[src/rtl/nfr_pkg.sv]
package nfr_pkg;
  typedef enum logic [1:0] {M_IDLE, M_ID_ADDR, M_ID, M_STATUS} mode_e;
  typedef enum logic [1:0] {OP_READ, OP_PROG, OP_ERASE} op_e;

  localparam logic [7:0] CMD_RESET  = 8'hFF;
  localparam logic [7:0] CMD_ID     = 8'h90;
  localparam logic [7:0] CMD_STATUS = 8'h70;
  localparam logic [7:0] CMD_READ   = 8'h00;
  localparam logic [7:0] CMD_PROG   = 8'h10;
  localparam logic [7:0] CMD_ERASE  = 8'hD0;
  localparam logic [7:0] MAKER_CODE = 8'hEC;
  localparam logic [7:0] IDLE_BYTE  = 8'hFF;
endpackage

[src/rtl/nfr_strobe_sync.sv]
module nfr_strobe_sync #(
  parameter int DW = 8
) (
  input  logic          clk,
  input  logic          rst_n,
  input  logic          ce_n,
  input  logic          cle,
  input  logic          ale,
  input  logic          we_n,
  input  logic          re_n,
  input  logic [DW-1:0] io_in,
  output logic          ce_n_s,
  output logic          cle_s,
  output logic          ale_s,
  output logic [DW-1:0] io_s,
  output logic          we_rise,
  output logic          re_rise
);
  logic we_s, we_d, re_s, re_d;

  always_ff @(posedge clk or negedge rst_n) begin
    if (!rst_n) begin
      ce_n_s <= 1'b1;
      cle_s  <= 1'b0;
      ale_s  <= 1'b0;
      io_s   <= '0;
      we_s   <= 1'b1;
      we_d   <= 1'b1;
      re_s   <= 1'b1;
      re_d   <= 1'b1;
    end else begin
      ce_n_s <= ce_n;
      cle_s  <= cle;
      ale_s  <= ale;
      io_s   <= io_in;
      we_s   <= we_n;
      we_d   <= we_s;
      re_s   <= re_n;
      re_d   <= re_s;
    end
  end

  assign we_rise = we_s & ~we_d;
  assign re_rise = re_s & ~re_d;
endmodule

[src/rtl/nfr_busy_core.sv]
module nfr_busy_core
  import nfr_pkg::*;
#(
  parameter int RD_CYC = 30,
  parameter int PG_CYC = 200,
  parameter int ER_CYC = 400
) (
  input  logic clk,
  input  logic rst_n,
  input  logic start,
  input  op_e  kind,
  input  logic abort,
  output logic busy
);
  localparam int MAX1 = (RD_CYC > PG_CYC) ? RD_CYC : PG_CYC;
  localparam int MAXC = (MAX1 > ER_CYC) ? MAX1 : ER_CYC;
  localparam int CW   = $clog2(MAXC + 1);

  logic [CW-1:0] cnt_q, cnt_d;

  always_comb begin
    cnt_d = cnt_q;
    if (abort) begin
      cnt_d = '0;
    end else if (start) begin
      case (kind)
        OP_READ:  cnt_d = CW'(RD_CYC);
        OP_PROG:  cnt_d = CW'(PG_CYC);
        default:  cnt_d = CW'(ER_CYC);
      endcase
    end else if (cnt_q != '0) begin
      cnt_d = cnt_q - 1'b1;
    end
  end

  always_ff @(posedge clk or negedge rst_n) begin
    if (!rst_n) cnt_q <= '0;
    else        cnt_q <= cnt_d;
  end

  assign busy = (cnt_q != '0);
endmodule

[src/rtl/nfr_cmd_unit.sv]
module nfr_cmd_unit
  import nfr_pkg::*;
#(
  parameter int T_RST = 100,
  localparam int RW   = $clog2(T_RST + 1)
) (
  input  logic          clk,
  input  logic          rst_n,
  input  logic          we_rise,
  input  logic          re_rise,
  input  logic          ce_n_s,
  input  logic          cle_s,
  input  logic          ale_s,
  input  logic [7:0]    io_s,
  input  logic          core_busy,
  output mode_e         mode,
  output logic          id_idx,
  output logic [RW-1:0] rst_cnt,
  output logic          resetting,
  output logic          rst_go,
  output logic          cmd_ev,
  output logic          op_start,
  output op_e           op_kind
);
  mode_e         mode_d;
  logic          idx_d;
  logic [RW-1:0] cnt_d;
  logic          addr_ev;

  assign resetting = (rst_cnt != '0);
  assign cmd_ev    = we_rise & ~ce_n_s & cle_s;
  assign addr_ev   = we_rise & ~ce_n_s & ale_s & ~cle_s;
  assign rst_go    = cmd_ev & (io_s == CMD_RESET) & ~resetting;

  always_comb begin
    mode_d   = mode;
    idx_d    = id_idx;
    cnt_d    = rst_cnt;
    op_start = 1'b0;
    op_kind  = OP_READ;
    if (rst_go) begin
      mode_d = M_IDLE;
      idx_d  = 1'b0;
      cnt_d  = RW'(T_RST);
    end else if (resetting) begin
      cnt_d = rst_cnt - 1'b1;
    end else if (!core_busy) begin
      if (cmd_ev) begin
        case (io_s)
          CMD_ID:     mode_d = M_ID_ADDR;
          CMD_STATUS: mode_d = M_STATUS;
          CMD_READ: begin
            mode_d = M_IDLE; op_start = 1'b1; op_kind = OP_READ;
          end
          CMD_PROG: begin
            mode_d = M_IDLE; op_start = 1'b1; op_kind = OP_PROG;
          end
          CMD_ERASE: begin
            mode_d = M_IDLE; op_start = 1'b1; op_kind = OP_ERASE;
          end
          default:    mode_d = M_IDLE;
        endcase
      end else if (addr_ev && mode == M_ID_ADDR) begin
        mode_d = (io_s == 8'h00) ? M_ID : M_IDLE;
        idx_d  = 1'b0;
      end else if (re_rise && !ce_n_s && mode == M_ID) begin
        idx_d = ~id_idx;
      end
    end
  end

  always_ff @(posedge clk or negedge rst_n) begin
    if (!rst_n) begin
      mode    <= M_IDLE;
      id_idx  <= 1'b0;
      rst_cnt <= '0;
    end else begin
      mode    <= mode_d;
      id_idx  <= idx_d;
      rst_cnt <= cnt_d;
    end
  end
endmodule

[src/rtl/nand_cmd_resp.sv]
module nand_cmd_resp
  import nfr_pkg::*;
#(
  parameter logic [7:0] DEV_CODE = 8'h75,
  parameter int         T_RST    = 100,
  parameter int         RD_CYC   = 30,
  parameter int         PG_CYC   = 200,
  parameter int         ER_CYC   = 400
) (
  input  logic       clk,
  input  logic       rst_n,
  input  logic       ce_n,
  input  logic       cle,
  input  logic       ale,
  input  logic       we_n,
  input  logic       re_n,
  input  logic       wp_n,
  input  logic [7:0] io_in,
  output logic [7:0] io_out,
  output logic       io_oe,
  output logic       rdy
);
  localparam int RW = $clog2(T_RST + 1);

  logic          rst_m, rst_sync_n;
  logic          ce_n_s, cle_s, ale_s, we_rise, re_rise;
  logic [7:0]    io_s;
  mode_e         mode;
  logic          id_idx, resetting, rst_go, cmd_ev, op_start, core_busy;
  logic [RW-1:0] rst_cnt;
  op_e           op_kind;
  logic [7:0]    status;

  always_ff @(posedge clk or negedge rst_n) begin
    if (!rst_n) begin
      rst_m      <= 1'b0;
      rst_sync_n <= 1'b0;
    end else begin
      rst_m      <= 1'b1;
      rst_sync_n <= rst_m;
    end
  end

  nfr_strobe_sync #(.DW(8)) u_sync (
    .clk(clk), .rst_n(rst_sync_n), .ce_n(ce_n), .cle(cle), .ale(ale),
    .we_n(we_n), .re_n(re_n), .io_in(io_in), .ce_n_s(ce_n_s),
    .cle_s(cle_s), .ale_s(ale_s), .io_s(io_s), .we_rise(we_rise),
    .re_rise(re_rise)
  );

  nfr_cmd_unit #(.T_RST(T_RST)) u_cmd (
    .clk(clk), .rst_n(rst_sync_n), .we_rise(we_rise), .re_rise(re_rise),
    .ce_n_s(ce_n_s), .cle_s(cle_s), .ale_s(ale_s), .io_s(io_s),
    .core_busy(core_busy), .mode(mode), .id_idx(id_idx),
    .rst_cnt(rst_cnt), .resetting(resetting), .rst_go(rst_go),
    .cmd_ev(cmd_ev), .op_start(op_start), .op_kind(op_kind)
  );

  nfr_busy_core #(.RD_CYC(RD_CYC), .PG_CYC(PG_CYC), .ER_CYC(ER_CYC)) u_core (
    .clk(clk), .rst_n(rst_sync_n), .start(op_start), .kind(op_kind),
    .abort(rst_go), .busy(core_busy)
  );

  assign rdy    = ~resetting & ~core_busy;
  assign status = {wp_n, rdy, 6'b0};
  assign io_oe  = ~ce_n & ~re_n;

  always_comb begin
    case (mode)
      M_ID:     io_out = id_idx ? DEV_CODE : MAKER_CODE;
      M_STATUS: io_out = status;
      default:  io_out = IDLE_BYTE;
    endcase
  end
endmodule

[config.mk]
export PLATFORM = sky130hd
export DESIGN_NAME = nand_cmd_resp
export DESIGN_NICKNAME = d
export VERILOG_FILES = /design/src/rtl/nfr_pkg.sv /design/src/rtl/nfr_strobe_sync.sv /design/src/rtl/nfr_busy_core.sv /design/src/rtl/nfr_cmd_unit.sv /design/src/rtl/nand_cmd_resp.sv
export SDC_FILE = /design/constraint.sdc
export NUM_CORES = 1
export LEC_CHECK = 0
export ABC_AREA = 1
export BUFFER_PORTS_ARGS = -buffer_cell sky130_fd_sc_hd__buf_2
export CORE_MARGIN = 2
export CORE_UTILIZATION = 55
export DETAILED_ROUTE_END_ITERATION = 8
export PLACE_DENSITY = 0.77
export RECOVER_POWER = 25
export SLEW_MARGIN = 5
export SYNTH_ARGS = -nofsm -noshare
export SYNTH_HDL_FRONTEND = slang
export SYNTH_HIERARCHICAL = 1
export SYNTH_SLANG_ARGS = --single-unit
[constraint.sdc]
create_clock -name clk -period 3.6 [get_ports clk]
set_clock_uncertainty 0.1 [all_clocks]
set_input_delay 0.72 -clock clk [delete_from_list [all_inputs] [get_ports clk]]
set_output_delay 0.72 -clock clk [all_outputs]
set_load 0.03 [all_outputs]
==> reports/qor.yml, run 1 <==
critPathBufInv: 2
routed_via_density: 4.80
clkPwrFrac_pct: 23.9
synth_cells: 241
cts_buffer_depth: 2
dr.pass1.iters: 4
ant_nets: 0
root_buffer: "clkbuf_4"
grt_pass1_vias: 1509
die_x_um: 63.2
seqCellArea_um2: 907
synth-seq-area-share_pct: 47.0
syn_avg_cell_area_um2: 8.00
ctsResizeCount: 0
design.die.area_mm2: 0.00400
synth_warnings: 6
gp_congestion: 0.813
rsz0062_at_grt: "false"
final_max_slew_viol_count: 0
post-route-util_pct: 64.0
antenna_found_initial: 0
outcome: "finished clean"
wirelength_um: 3230
crit_chain: "inv_2 -> ha_1 -> nand3_2 -> nor2_4 -> nand2_2 -> nor2_1 -> or2_1 -> buf_2"
layout.cells.non_filler: 319
n_antenna_cell: 0
grt_use_met3_pct: 4.82
cpLargestDelayFamily: "simple AND/OR/NAND/NOR gates"
core_area_mm2: 0.00336
relSlewSlack_pct: 48.2
final_hold_viol_count: 0
grtUsageTotal_pct: 18.8
drive_gt1_share_pct: 27.1
start_kind: "flop"
critical-path-max-stage-delay_ns: 0.40
numCtsBuffers: 5
power_mw: 0.827
remaining_drc_errors: 0
p_sw_mw: 0.248
setup_tns_ns: 0
cts_max_level: 2
crit_fanout: 5
cap_violations: 0
combPwrFrac_pct: 17.2
use_met1_pct: 23.3
tightestPinTransition_ns: 0.777
max-vdd-ir-drop_v: 0.000317
clkTransAtPathRegs_ns: 0.10
fin_crit_ns: 2.70
die_h_um: 63.2
leakagePower_nw: 1.13
worstPathRequired_ns: 2.78
area_growth_pct: 11.6
multi_input_area_um2: 853
insertion_delay_ns: 0.32
first_iter_violations: 50
nets: 290
crit_slowest_cell: "dfrtp_1"
cts.sinks: 36
endpoint_kind: "output port"
avgRoutedWirePerCell_um: 10.1
fill_cells: 328
io_pins: 26
fmax_ghz: 0.370
setup_viol: 0
cts_setup_buffers: 0
initial_utilization_pct: 57.3
dp_hpwl_um: 2550
holdWs_ns: 0.0596
synth_nets: 259
via_count: 1531
dp.cells: 311
grt_overflow_total: 0
internal-power_mw: 0.579
p_seq_share_pct: 58.8
fin_crit_sh_pct: 75.1
portBuffers: 25
grt_pass1_wl_um: 5930
ctsHoldBuffers: 0
rows: 21
hold_class: "input port to asynchronous set/reset pin"
met2_usage_pct: 31.6
critPathKind: "flop to output port"
sw_frac_of_total_pct: 30.0
grt_max_degree: 20
busiest_layer: "met2"
cts_tree: "yes"
ys_types: 29
syn_area_mm2: 0.00193
crit_arrival_ns: 1.88
pwr_density_cell_mw_per_mm2: 384
synth-seq-cells: 36
cell families after synthesis:
kind of cell    after synthesis  synth area share, %
xor+xnor                      1                0.844
simple gates                135                 34.8
flops                        36                 47.0
fa+ha+maj                     2                 1.30
buf+inv                      42                 8.70
other cells                   1                0.194
compound gates               24                 7.07
per-stage QoR:
| stage | area, µm² | setup slack [ns] |
|---|---|---|
| after global placement | 2100 | 1.32 |
| after CTS | 2150 | 0.880 |
| final | 2150 | 0.897 |
| after detailed placement | 2100 | 1.25 |
| after floorplan | 1930 | 1.00 |
| after global routing | 2150 | 0.755 |
Yosys cell counts (all sizes together):
master,instances,area share [%]
or2,2,0.65
nand2,61,14
ha,2,1.3
nor2,43,11
xor2,1,0.84
o22ai,1,0.32
inv,40,7.9
nand3b,1,0.39
o21ai,15,4.3
dfstp,5,6.8
buf,2,0.78
dfrtp,31,40
nor3,2,0.52
a21oi,8,2.5
nand3,20,6.2
nand4,6,1.9
conb,1,0.19
flip-flops by register name (all words and copies together), names as in the netlist, 2 cells and up:
register	cells
u_cmd/mode	2
u_cmd/rst_cnt	7
u_core/cnt_q	9
u_sync/io_s	8
worst paths after layout:
check                                 from               to  slack [ns]  cells past startpoint
setup / recovery           u_core/cnt_q[0]        io_out[6]        0.90                      8
hold / removal                       rst_n       rst_sync_n        0.06                      1
setup reg to reg           u_core/cnt_q[0]  u_core/cnt_q[1]        1.26                     13
hold reg to reg                 rst_sync_n  u_core/cnt_q[7]        0.23                      0
max in group asynchronous       rst_sync_n    u_sync/ce_n_s        2.42                      1
min in group clk                     rst_m       rst_sync_n        0.26                      0
cell usage in the layout (no fill, tap or decap), types with 10 or more instances in the layout:
cell,instances
nand2_1,52
inv_1,34
dfrtp_1,31
nor2_1,30
buf_2,24
nand3_1,16
o21ai_0,10
nor2_2,10
worst reg2reg max path, cell delays in order (launching register included):
cell	delay, ns
dfrtp_1	0.40
inv_2	0.08
ha_1	0.22
nand3_2	0.14
nor2_4	0.16
nand2_2	0.11
inv_1	0.11
nand2_4	0.06
nor2_2	0.10
nand2_1	0.09
nand2_1	0.23
o21ai_0	0.25
nand2_1	0.14
o21ai_2	0.06
layout make-up:
cell class	instances	share of cell area [%]
multi-input cells	163	39.7
clock inverters	1	0.233
flip-flops and latches	36	42.2
clock buffers	7	2.09
well taps	46	2.67
inverters	40	7.09
repair buffers	26	6.10
routing by layer:
layer | vias up | part of all wire, % | routed length (µm)
met3 | 6 | 4.9 | 158
li1 | 807 | - | -
met4 | 0 | 1.5 | 48
met5 | - | 0 | 0
met2 | 36 | 47 | 1530
met1 | 682 | 46 | 1490
power by group through the flow:
stage / Sequential [mW] / Combinational, mW / Clock, mW
after floorplan: 0.487 / 0.109 / 0
after global placement: 0.494 / 0.136 / 0
after detailed placement: 0.495 / 0.141 / 0
after CTS: 0.486 / 0.142 / 0.209
after global routing: 0.495 / 0.166 / 0.224
final: 0.487 / 0.143 / 0.198
No activity file was read; power rests on OpenSTA's default activity.
==> inputs of run 2 (changes only) <==
--- a/config.mk
+++ b/config.mk
@@ -8,9 +8,9 @@
 export ABC_AREA = 1
 export BUFFER_PORTS_ARGS = -buffer_cell sky130_fd_sc_hd__buf_2
 export CORE_MARGIN = 2
-export CORE_UTILIZATION = 55
+export CORE_UTILIZATION = 51
 export DETAILED_ROUTE_END_ITERATION = 8
-export PLACE_DENSITY = 0.77
+export PLACE_DENSITY = 0.75
 export RECOVER_POWER = 25
 export SLEW_MARGIN = 5
 export SYNTH_ARGS = -nofsm -noshare
==> constraint.sdc (replaced) <==
create_clock -name clk -period 2.2 [get_ports clk]
set_clock_uncertainty 0.1 [all_clocks]
set_input_delay 0.44 -clock clk [delete_from_list [all_inputs] [get_ports clk]]
set_output_delay 0.44 -clock clk [all_outputs]
set_load 0.03 [all_outputs]
==> reports/qor.yml, run 2 (synthesized netlist as in run 1, its figures left out) <==
timing.rr.start: "u_core/cnt_q[0]"
leakagePower_nw: 1.19
tightestPinTransition_ns: 0.581
core_area_mm2: 0.00366
grt_pass1_vias: 1467
via_count: 1624
post-route-util_pct: 63.8
r2r_end: "u_core/cnt_q[7]"
critPathKind: "flop to output port"
setup_viol: 0
dp_hpwl_um: 2640
design.die.area_mm2: 0.00429
crit_fanout: 4
worstPathRequired_ns: 1.66
cts_tree: "yes"
n_antenna_cell: 0
fin_crit_ns: 2.13
area_growth_pct: 21.2
routed_via_density: 4.91
gp_congestion: 0.840
r2r_slack_ns: 0.14
fmax_ghz: 0.469
outcome: "finished clean"
grtUsageTotal_pct: 19.3
die_h_um: 65.5
avgRoutedWirePerCell_um: 11.0
fin_crit_sh_pct: 96.9
rows: 22
grt_max_degree: 22
top_register: "u_core/cnt_q"
grt_pass1_wl_um: 6280
start_kind: "flop"
grt_overflow_total: 0
cap_violations: 0
io_pins: 26
power_mw: 1.54
dr.pass1.iters: 4
antenna_found_initial: 0
final_area_mm2: 0.00234
cts_max_level: 2
remaining_drc_errors: 0
pwr_density_cell_mw_per_mm2: 657
final_hold_viol_count: 0
insertion_delay_ns: 0.28
die_x_um: 65.5
placed_cell_area_mm2: 0.00214
portBuffers: 25
cts.sinks: 36
drive_gt1_share_pct: 31.4
max-vdd-ir-drop_v: 0.000522
ant_nets: 0
top_regs: "u_core/cnt_q x9, u_sync/io_s x8, u_cmd/rst_cnt x7"
final_common_cell: "nand2_1"
relSlewSlack_pct: 61.3
holdWs_ns: 0.146
rr_worst_depth: 14
root_buffer: "clkbuf_8"
endpoint_kind: "output port"
hold_class: "flop to asynchronous set/reset pin"
first_iter_violations: 112
initial_utilization_pct: 52.7
largest_reg_flops: 9
cts_buffer_depth: 2
wirelength_um: 3640
nets: 300
numCtsBuffers: 5
rsz0062_at_grt: "true"
final_max_slew_viol_count: 0
layout.cells.most_common_list: "51 x nand2_1, 31 x inv_1, 31 x dfrtp_1"
crit_arrival_ns: 1.59
clkTransAtPathRegs_ns: 0.07
run 2: cell types whose count changed in the layout (fill, tap and decap cells not counted), sizes merged:
| cell | previous run | this run |
|---|---|---|
| clkbuf | 8 | 10 |
| dlygate4sd3 | 0 | 1 |
| clkinv | 1 | 0 |
| buf | 25 | 33 |
run 2: how the worst max path moves through the flow:
| stage | cells after the start | from | endpoint | slack, ns |
|---|---|---|---|---|
| floorplan | 7 | u_core/cnt_q[0] | io_out[6] | 0.03 |
| global placement | 14 | u_core/cnt_q[0] | u_core/cnt_q[7] | 0.03 |
| detailed placement | 14 | u_core/cnt_q[0] | u_core/cnt_q[7] | -0.009 |
| CTS | 8 | u_core/cnt_q[1] | io_out[6] | 0.0005 |
| global route | 8 | u_core/cnt_q[0] | io_out[6] | -0.03 |
| finish | 8 | u_core/cnt_q[0] | io_out[6] | 0.07 |
run 2: power breakdown:
part | internal [mW] | total, mW | switching (mW)
combinational | 0.107 | 0.274 | 0.167
sequential | 0.733 | 0.794 | 0.0605
clock | 0.255 | 0.467 | 0.212
run 2: through the flow:
step | cells | setup WS (ns) | TNS [ns]
2_1_floorplan | 241 | 0.0338 | 0
6_report | 331 | 0.0689 | 0
3_3_place_gp | 316 | 0.0307 | 0
5_1_grt | 331 | -0.0349 | -0.106
3_5_place_dp | 316 | -0.00939 | -0.0120
4_1_cts | 327 | 0.000542 | 0
run 2: critical path: stages, from the launching register on:
cell and delay, ns:
dfrtp_1 0.40, inv_2 0.10, ha_4 0.17, nand3_4 0.08, nor2_4 0.15, nand2_4 0.08
nor2_4 0.08, or2_1 0.12, buf_6 0.13
run 2: layer usage:
layer / GRT usage, % / vias up / routed length (µm)
li1: - / 829 / -
met1: 24.8 / 741 / 1560
met2: 31.3 / 50 / 1820
met3: 3.77 / 4 / 220
met4: 9.64 / 0 / 39
met5: 0 / - / 0
run 2: cell type report:
cell class                 count  area [µm²]
clock buffer                   8        90.1
fill                         323        1320
inverter                      40         153
multi-input combinational    163         901
sequential                    36         907
tap                           48        60.1
timing repair buffer          36         226
run 2: timing repair:
item	in CTS	in global routing
hold endpoints to repair	2	0
setup buffers	2	4
gates resized for setup	4	9
hold buffers	1	0
setup endpoints to repair	9	11
pin swaps	2	5
==> inputs of run 3 (changes only) <==
==> constraint.sdc (replaced) <==
create_clock -name clk -period 2.2 [get_ports clk]
set_clock_uncertainty 0.1 [all_clocks]
set_input_delay 0.44 -clock clk [delete_from_list [all_inputs] [get_ports clk]]
set_output_delay 0.44 -clock clk [all_outputs]
set_load 0.02 [all_outputs]
==> reports/qor.yml, run 3 (synthesized netlist as in run 1, its figures left out) <==
worst_slack_ns: -0.0105
cap_violations: 0
routed_via_density: 4.93
critical-path-max-stage-delay_ns: 0.40
holdPathStages: 1
p_sw_mw: 0.452
final_max_slew_viol_count: 0
internal-power_mw: 1.10
die_h_um: 65.5
crit_arrival_ns: 1.67
rows: 22
leakagePower_nw: 1.22
io_pins: 26
design.die.area_mm2: 0.00429
hold_class: "input port to flop"
via_count: 1666
max-vdd-ir-drop_v: 0.000470
dp.cells: 316
final_common_cell: "nand2_1"
violations: "negative setup slack"
crit_chain: "inv_2 -> ha_4 -> nand3_4 -> nor2_4 -> nand2_2 -> buf_6 -> nor2_4 -> or2_1 -> buf_6"
root_buffer: "clkbuf_8"
antenna_found_initial: 0
initial_utilization_pct: 52.7
insertion_delay_ns: 0.28
crit_slowest_cell: "dfrtp_1"
final_area_mm2: 0.00238
endpoint_kind: "output port"
fin_crit_sh_pct: 100
worstPathRequired_ns: 1.66
combPwrFrac_pct: 18.1
top_regs: "u_core/cnt_q x9, u_sync/io_s x8, u_cmd/rst_cnt x7"
grt_pass1_wl_um: 6470
nets: 307
cp.depth: 9
ant_nets: 0
placed_cell_area_mm2: 0.00213
final_hold_viol_count: 0
die_x_um: 65.5
fin_crit_ns: 2.21
avgRoutedWirePerCell_um: 11.5
layout.cells.non_filler: 338
relSlewSlack_pct: 45.3
cpLargestDelayFamily: "simple AND/OR/NAND/NOR gates"
grt_overflow_total: 0
critPathKind: "flop to output port"
cts.sinks: 36
dp_hpwl_um: 2730
clkTransAtPathRegs_ns: 0.08
rsz0062_at_grt: "true"
dr.pass1.iters: 4
top_register: "u_core/cnt_q"
cts_max_level: 2
first_iter_violations: 67
cts_buffer_depth: 2
start_kind: "flop"
layout.cells.most_common_list: "51 x nand2_1, 31 x inv_1, 31 x dfrtp_1"
power_mw: 1.55
clkPwrFrac_pct: 30.8
critPathBufInv: 3
outcome: "finished with violations"
remaining_drc_errors: 0
grt_max_degree: 35
sw_frac_of_total_pct: 29.1
numCtsBuffers: 5
gp_congestion: 0.874
pwr_density_cell_mw_per_mm2: 652
p_seq_share_pct: 51.1
n_antenna_cell: 0
grtUsageTotal_pct: 19.6
largest_reg_flops: 9
tightestPinTransition_ns: 0.821
fill_cells: 294
holdWs_ns: 0.154
crit_fanout: 3
cts_tree: "yes"
core_area_mm2: 0.00366
portBuffers: 25
setup_viol: 1
wirelength_um: 3870
fmax_ghz: 0.452
rr_worst_depth: 14
drive_gt1_share_pct: 33.4
grt_pass1_vias: 1558
area_growth_pct: 23.6
==> run 3: cell count changes in the layout (fill, tap and decap cells not counted) <==
cell / change
clkbuf_1: -2
clkbuf_2: +1
buf_2: +1
buf_12: -1
buf_6: +1
dfstp_1: +1
dfstp_2: -1
buf_4: +6
clkinvlp_4: +1
==> run 3: per-layer routing <==
metal | vias up | GRT usage, % | wire, µm
li1 | 847 | - | -
met1 | 774 | 23.3 | 1700
met2 | 41 | 35.2 | 1950
met3 | 4 | 4.62 | 182
met4 | 0 | 5.47 | 40
met5 | - | 0 | 0
==> run 3: power groups by stage <==
stage	clock network [mW]	logic (mW)	registers [mW]
2_1_floorplan	0	0.178	0.797
3_3_place_gp	0	0.234	0.801
3_5_place_dp	0	0.240	0.804
4_1_cts	0.499	0.269	0.792
5_1_grt	0.520	0.315	0.800
6_report	0.478	0.281	0.793
==> run 3: final cells by class <==
cell class	count	area [µm²]	area share, %
clock buffer	7	86.3	3.62
tap	48	60.1	2.52
multi-input combinational	163	901	37.8
timing repair buffer	43	269	11.3
inverter	40	153	6.40
sequential	36	907	38.1
clock inverter	1	7.51	0.315
==> run 3: timing repair <==
action,in CTS,in global routing
hold buffers,1,0
hold endpoints to repair,2,0
endpoints found under the setup margin,11,9
pin swaps,4,4
resized for setup,8,7
buffers inserted,6,7
==> run 3: worst paths after layout <==
| check | startpoint | end | slack, ns |
|---|---|---|---|
| max | u_core/cnt_q[0] | io_out[6] | -0.01 |
| max in group asynchronous | rst_sync_n | u_core/cnt_q[3] | 1.17 |
| min in group asynchronous | rst_sync_n | u_core/cnt_q[0] | 0.31 |
| min reg2reg | rst_m | rst_sync_n | 0.25 |
| max reg2reg | u_core/cnt_q[0] | u_core/cnt_q[7] | 0.08 |
| min | we_n | u_sync/we_s | 0.15 |
==> run 3: metrics by stage <==
step | util, % | TNS [ns] | setup WS (ns)
floorplan | - | 0 | 0.0822
global placement | 58.1 | 0 | 0.0286
detailed placement | 58.1 | -0.188 | -0.0767
CTS | 63.2 | 0 | 0.00442
global route | 65.1 | -0.127 | -0.0880
finish | 65.1 | -0.0105 | -0.0105
